$ cat src/rtl/fpc_pkg.sv
package fpc_pkg;
  typedef enum logic [1:0] {
    PM_ACTIVE  = 2'd0,
    PM_SLEEP   = 2'd1,
    PM_STANDBY = 2'd2
  } pm_mode_e;
endpackage

$ cat src/rtl/fpc_addr_watch.sv
module fpc_addr_watch #(
  parameter int AW         = 18,
  parameter int STABLE_CYC = 8
) (
  input  logic          clk,
  input  logic          rst_n,
  input  logic [AW-1:0] addr,
  output logic          addr_chg,
  output logic          stable_hit
);
  localparam int CW = $clog2(STABLE_CYC + 1);
  localparam logic [CW-1:0] LIMIT = CW'(STABLE_CYC);

  logic [AW-1:0] prev_q;
  logic [CW-1:0] cnt_q, cnt_d;

  always_comb begin
    addr_chg = (addr != prev_q);
    if (addr_chg)            cnt_d = '0;
    else if (cnt_q != LIMIT) cnt_d = cnt_q + 1'b1;
    else                     cnt_d = cnt_q;
    stable_hit = (cnt_d == LIMIT);
  end

  always_ff @(posedge clk or negedge rst_n) begin
    if (!rst_n) begin
      prev_q <= '0;
      cnt_q  <= '0;
    end else begin
      prev_q <= addr;
      cnt_q  <= cnt_d;
    end
  end

  // a change always clears the stability count
  a_r5_count_restart: assert property (@(posedge clk) disable iff (!rst_n)
    addr_chg |=> (cnt_q == '0));
endmodule

$ cat src/rtl/fpc_wake_timer.sv
module fpc_wake_timer #(
  parameter int CE_WAKE   = 7,
  parameter int ADDR_WAKE = 4
) (
  input  logic clk,
  input  logic rst_n,
  input  logic in_standby,
  input  logic to_standby,
  input  logic addr_chg,
  output logic idle
);
  localparam int MAXW = (CE_WAKE > ADDR_WAKE) ? CE_WAKE : ADDR_WAKE;
  localparam int WW   = $clog2(MAXW + 1) + 1;
  localparam logic [WW-1:0] CE_V = WW'(CE_WAKE);
  localparam logic [WW-1:0] AD_V = WW'(ADDR_WAKE);

  logic [WW-1:0] wake_q, wake_d;

  always_comb begin
    if (in_standby || to_standby) wake_d = CE_V;
    else if (addr_chg)            wake_d = (wake_q > AD_V) ? wake_q - 1'b1 : AD_V;
    else if (wake_q != '0)        wake_d = wake_q - 1'b1;
    else                          wake_d = wake_q;
  end

  always_ff @(posedge clk or negedge rst_n) begin
    if (!rst_n) wake_q <= CE_V;
    else        wake_q <= wake_d;
  end

  assign idle = (wake_q == '0);

  // an undisturbed countdown drops by exactly one each cycle
  a_r7_steady_countdown: assert property (@(posedge clk) disable iff (!rst_n)
    (!in_standby && !to_standby && !addr_chg && wake_q != '0)
    |=> (wake_q == $past(wake_q) - 1'b1));
  // an address change never leaves less than the address delay pending
  a_r8_addr_floor: assert property (@(posedge clk) disable iff (!rst_n)
    (!in_standby && !to_standby && addr_chg) |=> (wake_q >= AD_V));
endmodule

$ cat src/rtl/fpc_out_latch.sv
module fpc_out_latch #(
  parameter int DW = 16
) (
  input  logic          clk,
  input  logic          rst_n,
  input  logic          hold,
  input  logic [DW-1:0] din,
  output logic [DW-1:0] dout
);
  localparam int LW    = 8;
  localparam int LANES = (DW + LW - 1) / LW;

  for (genvar g = 0; g < LANES; g++) begin : g_lane
    localparam int LO = g * LW;
    localparam int HI = ((LO + LW) > DW) ? DW - 1 : LO + LW - 1;
    logic [HI-LO:0] lane_q;
    always_ff @(posedge clk or negedge rst_n) begin
      if (!rst_n)     lane_q <= '0;
      else if (!hold) lane_q <= din[HI:LO];
    end
    assign dout[HI:LO] = lane_q;
  end

  // frozen output while holding
  a_r6_hold_stable: assert property (@(posedge clk) disable iff (!rst_n)
    hold |=> $stable(dout));
endmodule

$ cat src/rtl/flash_pwr_ctrl.sv
module flash_pwr_ctrl #(
  parameter int AW         = 18,
  parameter int DW         = 16,
  parameter int STABLE_CYC = 8,
  parameter int CE_WAKE    = 7,
  parameter int ADDR_WAKE  = 4
) (
  input  logic          clk,
  input  logic          rst_n,
  input  logic          ce_n,
  input  logic          oe_n,
  input  logic          dev_rst_n,
  input  logic          busy,
  input  logic [AW-1:0] addr,
  input  logic [DW-1:0] array_data,
  output logic [DW-1:0] dq_out,
  output logic          dq_oe,
  output logic          standby,
  output logic          sleep,
  output logic          out_latch_en,
  output logic          data_valid
);
  import fpc_pkg::*;

  pm_mode_e mode_q, mode_d;
  logic     addr_chg, stable_hit, wake_idle;

  fpc_addr_watch #(.AW(AW), .STABLE_CYC(STABLE_CYC)) i_addr_watch (
    .clk(clk), .rst_n(rst_n), .addr(addr),
    .addr_chg(addr_chg), .stable_hit(stable_hit));

  always_comb begin
    if (!dev_rst_n)        mode_d = PM_STANDBY;
    else if (ce_n && !busy) mode_d = PM_STANDBY;
    else if (stable_hit)   mode_d = PM_SLEEP;
    else                   mode_d = PM_ACTIVE;
  end

  always_ff @(posedge clk or negedge rst_n) begin
    if (!rst_n) mode_q <= PM_STANDBY;
    else        mode_q <= mode_d;
  end

  fpc_wake_timer #(.CE_WAKE(CE_WAKE), .ADDR_WAKE(ADDR_WAKE)) i_wake (
    .clk(clk), .rst_n(rst_n),
    .in_standby(mode_q == PM_STANDBY), .to_standby(mode_d == PM_STANDBY),
    .addr_chg(addr_chg), .idle(wake_idle));

  fpc_out_latch #(.DW(DW)) i_latch (
    .clk(clk), .rst_n(rst_n), .hold(mode_q == PM_SLEEP),
    .din(array_data), .dout(dq_out));

  assign standby      = (mode_q == PM_STANDBY);
  assign sleep        = (mode_q == PM_SLEEP);
  assign out_latch_en = sleep;
  assign data_valid   = !standby && wake_idle;
  assign dq_oe        = dev_rst_n && !ce_n && !oe_n && !standby;

  // plain deselect leads to standby
  a_r1_deselect: assert property (@(posedge clk) disable iff (!rst_n)
    (dev_rst_n && ce_n && !busy) |=> standby);
  // reset pin forces standby regardless of busy
  a_r2_reset_pin: assert property (@(posedge clk) disable iff (!rst_n)
    !dev_rst_n |=> standby);
  // busy holds off standby
  a_r3_busy_hold: assert property (@(posedge clk) disable iff (!rst_n)
    (dev_rst_n && busy) |=> !standby);
  // address change ends sleep
  a_r5_change_wakes: assert property (@(posedge clk) disable iff (!rst_n)
    (addr != $past(addr)) |=> !sleep);
  // leaving standby starts with data not yet valid
  if (CE_WAKE > 0) begin : g_wake_chk
    a_r7_not_valid_on_exit: assert property (@(posedge clk) disable iff (!rst_n)
      $fell(standby) |-> !data_valid);
  end
endmodule

$ cat config.mk
export PLATFORM = sky130hd
export DESIGN_NAME = flash_pwr_ctrl
export DESIGN_NICKNAME = d
export VERILOG_FILES = /design/src/rtl/fpc_pkg.sv /design/src/rtl/fpc_addr_watch.sv /design/src/rtl/fpc_wake_timer.sv /design/src/rtl/fpc_out_latch.sv /design/src/rtl/flash_pwr_ctrl.sv
export SDC_FILE = /design/constraint.sdc
export NUM_CORES = 1
export LEC_CHECK = 0
export ABC_AREA = 0
export BUFFER_PORTS_ARGS = -buffer_cell sky130_fd_sc_hd__buf_2
export CAP_MARGIN = 20
export CORE_MARGIN = 2
export CORE_UTILIZATION = 43
export DETAILED_ROUTE_END_ITERATION = 10
export PLACE_DENSITY_LB_ADDON = 0.08
export SYNTH_ARGS = -nofsm -noshare
export SYNTH_HDL_FRONTEND = slang
export SYNTH_SLANG_ARGS = --single-unit
$ cat constraint.sdc
create_clock -name clk -period 3.6 [get_ports clk]
set_input_delay 0.72 -clock clk [delete_from_list [all_inputs] [get_ports clk]]
set_output_delay 0.72 -clock clk [all_outputs]
set_load 0.05 [all_outputs]
==> flow_summary.json, run 1 <==
{
  "clock-root-buffer": "clkbuf_8",
  "finalMaxSlewViolations": 0,
  "synth_top_family_by_area": "simple AND/OR/NAND/NOR gates",
  "drt.antenna.violating_nets": 0,
  "rrSetupSlack_ns": 2.12,
  "cts_setup_buffers": 0,
  "hold_slack_ns": 0.492,
  "fin_setup_tns_ns": 0,
  "yosysSeqAreaShare_pct": 59.6,
  "dr.pass1.iters": 4,
  "timing.final.crit_share_pct": 66.3,
  "rr_endpoint": "i_wake.wake_q[1]",
  "rsz0062_at_grt": "false",
  "path_max_fanout": 6,
  "synth_cells": 142,
  "asyncSetResetFlopFracSynth_pct": 100,
  "avgSynthCellArea_um2": 13.1,
  "setup_viol": 0,
  "vias_per_cell": 4.96,
  "hold_path.class": "reg2reg",
  "p_sw_share_pct": 25.8,
  "die_w_um": 69.7,
  "totalWireLength_mm": 3.30,
  "fin_area_mm2": 0.00229,
  "syn_nets": 185,
  "power_frac_clock_pct": 30.7,
  "vdd_ir_drop_max_uv": 253,
  "fmax_mhz": 419,
  "slew_headroom_pct": 37.6,
  "synth-simple-area-share_pct": 12.9,
  "drc": 0,
  "htree_levels": 2,
  "hold_path_end": "i_latch.g_lane[1].lane_q[6]",
  "grtUsageMet2_pct": 25.6,
  "power.net_switching_w": 0.000240,
  "grt_pass1_wl_mm": 5.59,
  "grt_usage_pct": 14.6,
  "die_h_um": 69.7,
  "period_needed_ns": 2.39,
  "synthToLayoutAreaGrowth_pct": 23.4,
  "muxShareOfSynthArea_pct": 10.3,
  "met1_usage_pct": 15.5,
  "status": "completed",
  "hold-path-cell-count": 1,
  "final_hold_viol_count": 0,
  "synth_xor_area_share_pct": 8.97,
  "power_frac_comb_pct": 12.8,
  "grt_pass1_vias": 1353,
  "utilization_pct": 56.0,
  "tightest_slew_ns": 0.935,
  "antenna_cells": 0,
  "synth-compound-area-share_pct": 4.05,
  "seqPwrFrac_pct": 56.5,
  "clk_pin_slew_ns": 0.08,
  "ff2ff_path_depth": 6,
  "clock-sinks": 44,
  "synth_area_leaders": "dfrtp_1 (54%), xnor2_1 (7.6%), mux2_2 (7.3%)",
  "intPower_w": 0.000691,
  "cts-hold-fix-buffers": 0,
  "max-cap-violations": 0,
  "initial_core_util_pct": 45.4,
  "avgRoutedWirePerCell_um": 12.8,
  "ys_seq_elements": 44,
  "worstHoldStart": "i_latch.g_lane[1].lane_q[6]",
  "dpl_cell_area_mm2": 0.00221,
  "antenna_found_initial": 0,
  "power_density_mw_per_mm2": 407,
  "crit_path_end_kind": "primary output",
  "grt_busiest_layer": "met2",
  "fillers": 360,
  "synth_adder_area_share_pct": 2.02,
  "coreArea_mm2": 0.00409,
  "post_cts_resized": 0,
  "layout.nets": 250,
  "vias": 1275,
  "dp_hpwl_mm": 2.54,
  "die_area_mm2": 0.00485,
  "regArea_mm2": 0.00111,
  "critPathRequiredTime_ns": 2.88,
  "leakage_nw": 1.09,
  "layout-drive-gt1-share_pct": 43.5,
  "critPathKind": "reg2out",
  "numPortBuffers": 60,
  "startpoint_type": "register",
  "ys_types": 32,
  "grt_use_met3_pct": 5.23,
  "io_pins": 61,
  "cts_made_buffers": 5,
  "ys_warn_count": 0,
  "clk_latency_ns": 0.29,
  "yosysMostFrequentCell": "dfrtp_1",
  "grt_max_degree": 45,
  "multiInputGateArea_um2": 708,
  "dp.cells": 250,
  "ys_top_cells_by_count": "dfrtp_1 (40), xnor2_1 (16), mux2_2 (12)",
  "synth_ff_type": "dfrtp_1",
  "synth_top_area_share_pct": 54.0,
  "synth_edf_count": 0,
  "final_cells": 257,
  "gp_congestion": 0.711,
  "tritoncts": "built",
  "row_count": 23,
  "worst_ep_arrival_time_ns": 1.67,
  "overflow": 0,
  "syn_area_mm2": 0.00185,
  "r2r-start": "i_wake.wake_q[0]",
  "yosysTopAreaCell": "dfrtp_1",
  "drt_iter0_drc": 38,
  "clockBufferDepth": 2,
  "skew_ns": 0.00631
}
## state kept, by name, summed over array words and instances, names as in the netlist
name / cells
i_addr_watch.cnt_q: 4
i_wake.wake_q: 4
i_addr_watch.prev_q: 18
i_latch.g_lane.lane_q: 16
mode_q: 2
## power groups by stage
stage | clock [W] | sequential [W] | combinational (W)
2_1_floorplan | 0 | 0.000568 | 0.0000383
3_3_place_gp | 0 | 0.000535 | 0.000119
3_5_place_dp | 0 | 0.000536 | 0.000122
4_1_cts | 0.000299 | 0.000526 | 0.000122
5_1_grt | 0.000323 | 0.000528 | 0.000130
6_report | 0.000286 | 0.000526 | 0.000119
## critical path: stages (launching register included)
cell     delay, ns
dfstp_2       0.59
inv_1         0.05
ha_1          0.21
nor3b_1       0.15
nand2_1       0.13
inv_1         0.05
buf_2         0.20
## how the worst max path moves through the flow
stage,startpoint,to,slack (ns),depth (start not counted)
floorplan,ce_n,dq_oe,1.06,1
global placement,i_wake.wake_q[0],data_valid,1.57,6
detailed placement,i_wake.wake_q[0],data_valid,1.52,6
CTS,i_wake.wake_q[0],data_valid,1.20,6
global route,i_wake.wake_q[0],data_valid,1.06,6
finish,i_wake.wake_q[0],data_valid,1.21,6
## per-stage QoR
step,total power (W),setup slack (ns)
3_5_place_dp,0.000658,1.52
4_1_cts,0.000947,1.20
6_report,0.000931,1.21
2_1_floorplan,0.000606,1.06
3_3_place_gp,0.000654,1.57
5_1_grt,0.000982,1.06
## routing by layer
metal / wire (µm) / vias up
met3: 236 / 6
met1: 1320 / 611
met4: 67 / 0
met2: 1680 / 48
met5: 0 / -
li1: - / 610
## area by class of cell
| cell class | count | share of cell area, % |
|---|---|---|
| clock buffer | 5 | 3.01 |
| clock inverter | 2 | 0.547 |
| inverter | 6 | 0.984 |
| multi-input combinational | 89 | 30.9 |
| sequential | 44 | 48.3 |
| tap | 50 | 2.73 |
| timing repair buffer | 61 | 13.4 |
## logic make-up after synthesis
family | Yosys count
muxes | 17
AOI/OAI and AO/OA | 11
adders and majority gates | 3
xor gates and xnor gates | 19
DFF | 44
buffers and inverters | 9
and+or+nand+nor | 39
## layout by cell type, fill, tap and decap left out, types with 4 or more instances in the layout
| master | Yosys | final |
|---|---|---|
| mux2_2 | 12 | 12 |
| mux2_1 | 4 | 4 |
| nand2_1 | 6 | 6 |
| xnor2_1 | 16 | 16 |
| inv_1 | 6 | 6 |
| dfrtp_1 | 40 | 40 |
| nand4_1 | 4 | 4 |
| dfstp_2 | 4 | 4 |
| a21oi_1 | 5 | 5 |
| buf_2 | 2 | 60 |
| nor2_1 | 7 | 7 |
| clkbuf_8 | 0 | 5 |
Power figures use the tool's default switching activity.
==> inputs of run 2 (changes only) <==
- clock period: 3.6 -> 2.49 ns (I/O delays scaled with it)
==> flow_summary.json, run 2 (synthesis gave the netlist of run 1 again) <==
{
  "layout.nets": 250,
  "fmax_mhz": 446,
  "numPortBuffers": 60,
  "gp_congestion": 0.815,
  "clock-root-buffer": "clkbuf_8",
  "htree_levels": 2,
  "cts_setup_buffers": 0,
  "antenna_found_initial": 0,
  "timing.final.crit_share_pct": 90.0,
  "grt_pass1_vias": 1420,
  "crit_path_end_kind": "primary output",
  "slew_headroom_pct": 38.4,
  "dp_hpwl_mm": 2.72,
  "hold_path.class": "in2async",
  "vias_per_cell": 4.95,
  "path_max_fanout": 6,
  "total_power_w": 0.00149,
  "max-cap-violations": 0,
  "overflow": 0,
  "final_hold_viol_count": 0,
  "layout_common_cells": "buf_2 (60), dfrtp_1 (40), xnor2_1 (16), mux2_2 (12), nor2_1 (7)",
  "die_area_mm2": 0.00485,
  "synthToLayoutAreaGrowth_pct": 25.6,
  "io_pins": 61,
  "antenna_cells": 0,
  "vdd_ir_drop_max_uv": 425,
  "row_count": 23,
  "grt_usage_pct": 15.4,
  "crit_path_start": "i_wake.wake_q[0]",
  "clk_latency_ns": 0.29,
  "worst_ep_arrival_time_ns": 1.74,
  "die_w_um": 69.7,
  "rrSetupSlack_ns": 0.97,
  "critPathRequiredTime_ns": 1.99,
  "grt_pass1_wl_mm": 6.03,
  "critPathKind": "reg2out",
  "largest_register_ffs": 18,
  "finalMaxSlewViolations": 0,
  "clock-sinks": 44,
  "tightest_slew_ns": 0.924,
  "fin_setup_tns_ns": 0,
  "avgRoutedWirePerCell_um": 13.2,
  "vias": 1277,
  "die_h_um": 69.7,
  "reg_top3": "i_addr_watch.prev_q x18, i_latch.g_lane.lane_q x16",
  "drt.antenna.violating_nets": 0,
  "ff2ff_path_depth": 3,
  "post_cts_resized": 0,
  "power_density_mw_per_mm2": 640,
  "coreArea_mm2": 0.00409,
  "regMostFlops": "i_addr_watch.prev_q",
  "tritoncts": "built",
  "setup_viol": 0,
  "startpoint_type": "register",
  "period_needed_ns": 2.24,
  "totalWireLength_mm": 3.40,
  "drc": 0,
  "leakage_nw": 1.11,
  "cts-hold-fix-buffers": 0,
  "final_common_cell": "buf_2",
  "clockBufferDepth": 2,
  "cts_made_buffers": 5,
  "drt_iter0_drc": 32,
  "grt_max_degree": 45,
  "hold_slack_ns": 0.331,
  "rr_endpoint": "i_latch.g_lane[1].lane_q[3]",
  "r2r-start": "mode_q[1]",
  "layout-drive-gt1-share_pct": 43.8,
  "clk_pin_slew_ns": 0.09,
  "rsz0062_at_grt": "false",
  "initial_core_util_pct": 45.4,
  "utilization_pct": 57.0,
  "status": "completed",
  "skew_ns": 0.00917,
  "dr.pass1.iters": 4
}
-- run 2: changes by cell type in the layout (fill, tap and decap cells not counted) --
cell        previous run  this run
clkinv_2               1         0
clkinv_4               0         1
bufinv_16              0         1
clkinvlp_4             1         0
clkbuf_8               5         6
-- run 2: final cells by class --
class                      instances  area [µm²]
clock buffer                       6        82.6
tap                               50        62.6
timing repair buffer              61         308
fill                             365        1760
inverter                           6        22.5
sequential                        44        1110
multi-input combinational         89         708
clock inverter                     2        38.8
-- run 2: power by group --
part           internal (W)  switching (W)  total [W]
clock              0.000328       0.000230   0.000558
sequential         0.000746      0.0000143   0.000760
combinational     0.0000641       0.000109   0.000173
total               0.00114       0.000354    0.00149
-- run 2: how the worst max path moves through the flow --
stage	end	depth (start not counted)
after global placement	data_valid	6
after detailed placement	data_valid	6
after floorplan	dq_oe	1
final	data_valid	6
after CTS	data_valid	6
after global routing	data_valid	6
-- run 2: routing by layer --
| layer | track usage [%] | share of wire (%) | vias up |
|---|---|---|---|
| met1 | 16.2 | 39 | 598 |
| met4 | 5.77 | 1.4 | 0 |
| met2 | 29.0 | 52 | 54 |
| li1 | - | - | 619 |
| met5 | 0 | 0 | - |
| met3 | 4.22 | 7.2 | 6 |
-- run 2: metrics by stage --
step | setup slack, ns | std cells | area (µm²)
2_1_floorplan | 0.397 | 142 | 1850
3_3_place_gp | 0.686 | 250 | 2210
3_5_place_dp | 0.597 | 250 | 2210
4_1_cts | 0.275 | 258 | 2330
5_1_grt | 0.169 | 258 | 2330
6_report | 0.248 | 258 | 2330
-- run 2: critical path, cell delays in order (launching register included) --
cell     delay [ns]
dfstp_2        0.40
inv_1          0.06
ha_1           0.17
nor3b_1        0.29
nand2_1        0.17
inv_1          0.10
buf_2          0.27
==> inputs of run 3 (changes only) <==
==> constraint.sdc (replaced) <==
create_clock -name clk -period 2.49 [get_ports clk]
set_input_delay 0 -clock clk [delete_from_list [all_inputs] [get_ports clk]]
set_output_delay 0 -clock clk [all_outputs]
set_load 0.05 [all_outputs]
==> flow_summary.json, run 3 (synthesis gave the netlist of run 1 again) <==
{
  "power_density_mw_per_mm2": 537,
  "fin_setup_tns_ns": 0,
  "fillers": 323,
  "ff2ff_path_depth": 7,
  "layout_common_cells": "buf_2 (60), dfrtp_1 (40), dlygate4sd3_1 (36), xnor2_1 (16), mux2_2 (12)",
  "coreArea_mm2": 0.00409,
  "dr.pass1.iters": 4,
  "largest_register_ffs": 18,
  "final_common_cell": "buf_2",
  "clk_pin_slew_ns": 0.08,
  "grt_max_degree": 45,
  "grt_pass1_wl_mm": 6.13,
  "drt_iter0_drc": 42,
  "place_ws_ns": 0.976,
  "slew_headroom_pct": 37.7,
  "hold_path.class": "in2reg",
  "leakage_nw": 1.24,
  "antenna_found_initial": 0,
  "crit_path_end_kind": "primary output",
  "antenna_cells": 0,
  "regArea_mm2": 0.00111,
  "finalMaxSlewViolations": 0,
  "hold-path-cell-count": 3,
  "skew_ns": 0.00498,
  "numPortBuffers": 60,
  "max-cap-violations": 0,
  "period_needed_ns": 1.74,
  "synthToLayoutAreaGrowth_pct": 43.5,
  "tritoncts": "built",
  "path_max_fanout": 6,
  "layout.nets": 286,
  "vdd_ir_drop_max_uv": 335,
  "final_cells": 294,
  "regMostFlops": "i_addr_watch.prev_q",
  "dp_hpwl_mm": 2.67,
  "overflow": 0,
  "clock-sinks": 44,
  "die_w_um": 69.7,
  "grt_pass1_vias": 1471,
  "fin_ws_ns": 0.751,
  "initial_core_util_pct": 45.4,
  "status": "completed",
  "startpoint_type": "register",
  "tightest_slew_ns": 0.934,
  "io_pins": 61,
  "final_hold_viol_count": 0,
  "setup_viol": 0,
  "worst_ep_arrival_time_ns": 1.74,
  "cts_made_buffers": 5,
  "die_h_um": 69.7,
  "gp_congestion": 0.782,
  "timing.final.crit_share_pct": 69.8,
  "rsz0062_at_grt": "false",
  "fmax_mhz": 575,
  "multiInputGateArea_um2": 708,
  "fin_area_mm2": 0.00266,
  "drt.antenna.violating_nets": 0,
  "totalWireLength_mm": 3.75,
  "avgRoutedWirePerCell_um": 12.8,
  "dp.cells": 250,
  "layout-drive-gt1-share_pct": 36.9,
  "critPathKind": "reg2out",
  "drc": 0,
  "row_count": 23,
  "clk_latency_ns": 0.29,
  "vias_per_cell": 4.81,
  "reg_top3": "i_addr_watch.prev_q x18, i_latch.g_lane.lane_q x16",
  "critPathRequiredTime_ns": 2.49,
  "clock-root-buffer": "clkbuf_8",
  "grt_usage_pct": 16.0,
  "vias": 1415,
  "die_area_mm2": 0.00485,
  "htree_levels": 2,
  "clockBufferDepth": 2,
  "dpl_cell_area_mm2": 0.00221
}
-- run 3: cell count changes in the layout (fill, tap and decap cells not counted) --
cell and delta:
clkinvlp_4 +1, clkinv_4 -1, bufinv_16 -1, clkbuf_1 +1, dlygate4sd3_1 +36
-- run 3: what timing repair did --
item,in CTS,in global routing
endpoints found under the hold margin,75,0
setup buffers,0,0
gates resized for setup,0,0
hold buffers,36,0
-- run 3: layout make-up --
type                            count  share of cell area (%)
Sequential cell                    44                    41.6
Multi-Input combinational cell     89                    26.6
Timing Repair Buffer               97                    25.1
Clock inverter                      1                   0.282
Clock buffer                        7                    3.24
Inverter                            6                   0.846
Tap cell                           50                    2.35
-- run 3: worst max-delay path, cell delays in order (launching register included) --
cell     delay, ns
dfstp_2       0.40
inv_1         0.06
ha_1          0.17
nor3b_1       0.30
nand2_1       0.18
inv_1         0.08
buf_2         0.26
-- run 3: path summary, 6_finish.rpt --
check	endpoint	start	slack, ns
max	data_valid	i_wake.wake_q[0]	0.75
min	mode_q[1]	busy	0.03
max reg2reg	i_wake.wake_q[1]	i_wake.wake_q[0]	0.95
min reg2reg	i_latch.g_lane[0].lane_q[4]	i_latch.g_lane[0].lane_q[4]	0.49
max in group asynchronous	i_addr_watch.cnt_q[0]	rst_n	1.52
min in group asynchronous	i_addr_watch.prev_q[16]	rst_n	0.39
-- run 3: routing by layer --
metal	up-vias	track usage, %	part of all wire, %
li1	684	-	-
met1	677	17.0	40
met2	47	30.2	53
met3	7	3.78	5.4
met4	0	6.41	1.4
met5	-	0	0
-- run 3: power by group --
| group | leakage (nW) | switching [W] | total [W] | internal (W) |
|---|---|---|---|---|
| combinational | 0.675 | 0.000118 | 0.000219 | 0.000101 |
| sequential | 0.522 | 0.0000143 | 0.000760 | 0.000746 |
| clock | 0.0445 | 0.000225 | 0.000450 | 0.000225 |
| total | 1.24 | 0.000357 | 0.00143 | 0.00107 |
-- run 3: through the flow --
| stage | power, W | hold slack, ns | utilization, % |
|---|---|---|---|
| finish | 0.00143 | 0.0274 | 65.1 |
| global route | 0.00150 | 0.0369 | 65.1 |
| CTS | 0.00146 | 0.0193 | 65.1 |
| detailed placement | 0.000953 | 0.137 | 54.0 |
| global placement | 0.000945 | 0.134 | 54.0 |
| floorplan | 0.000876 | -0.296 | - |
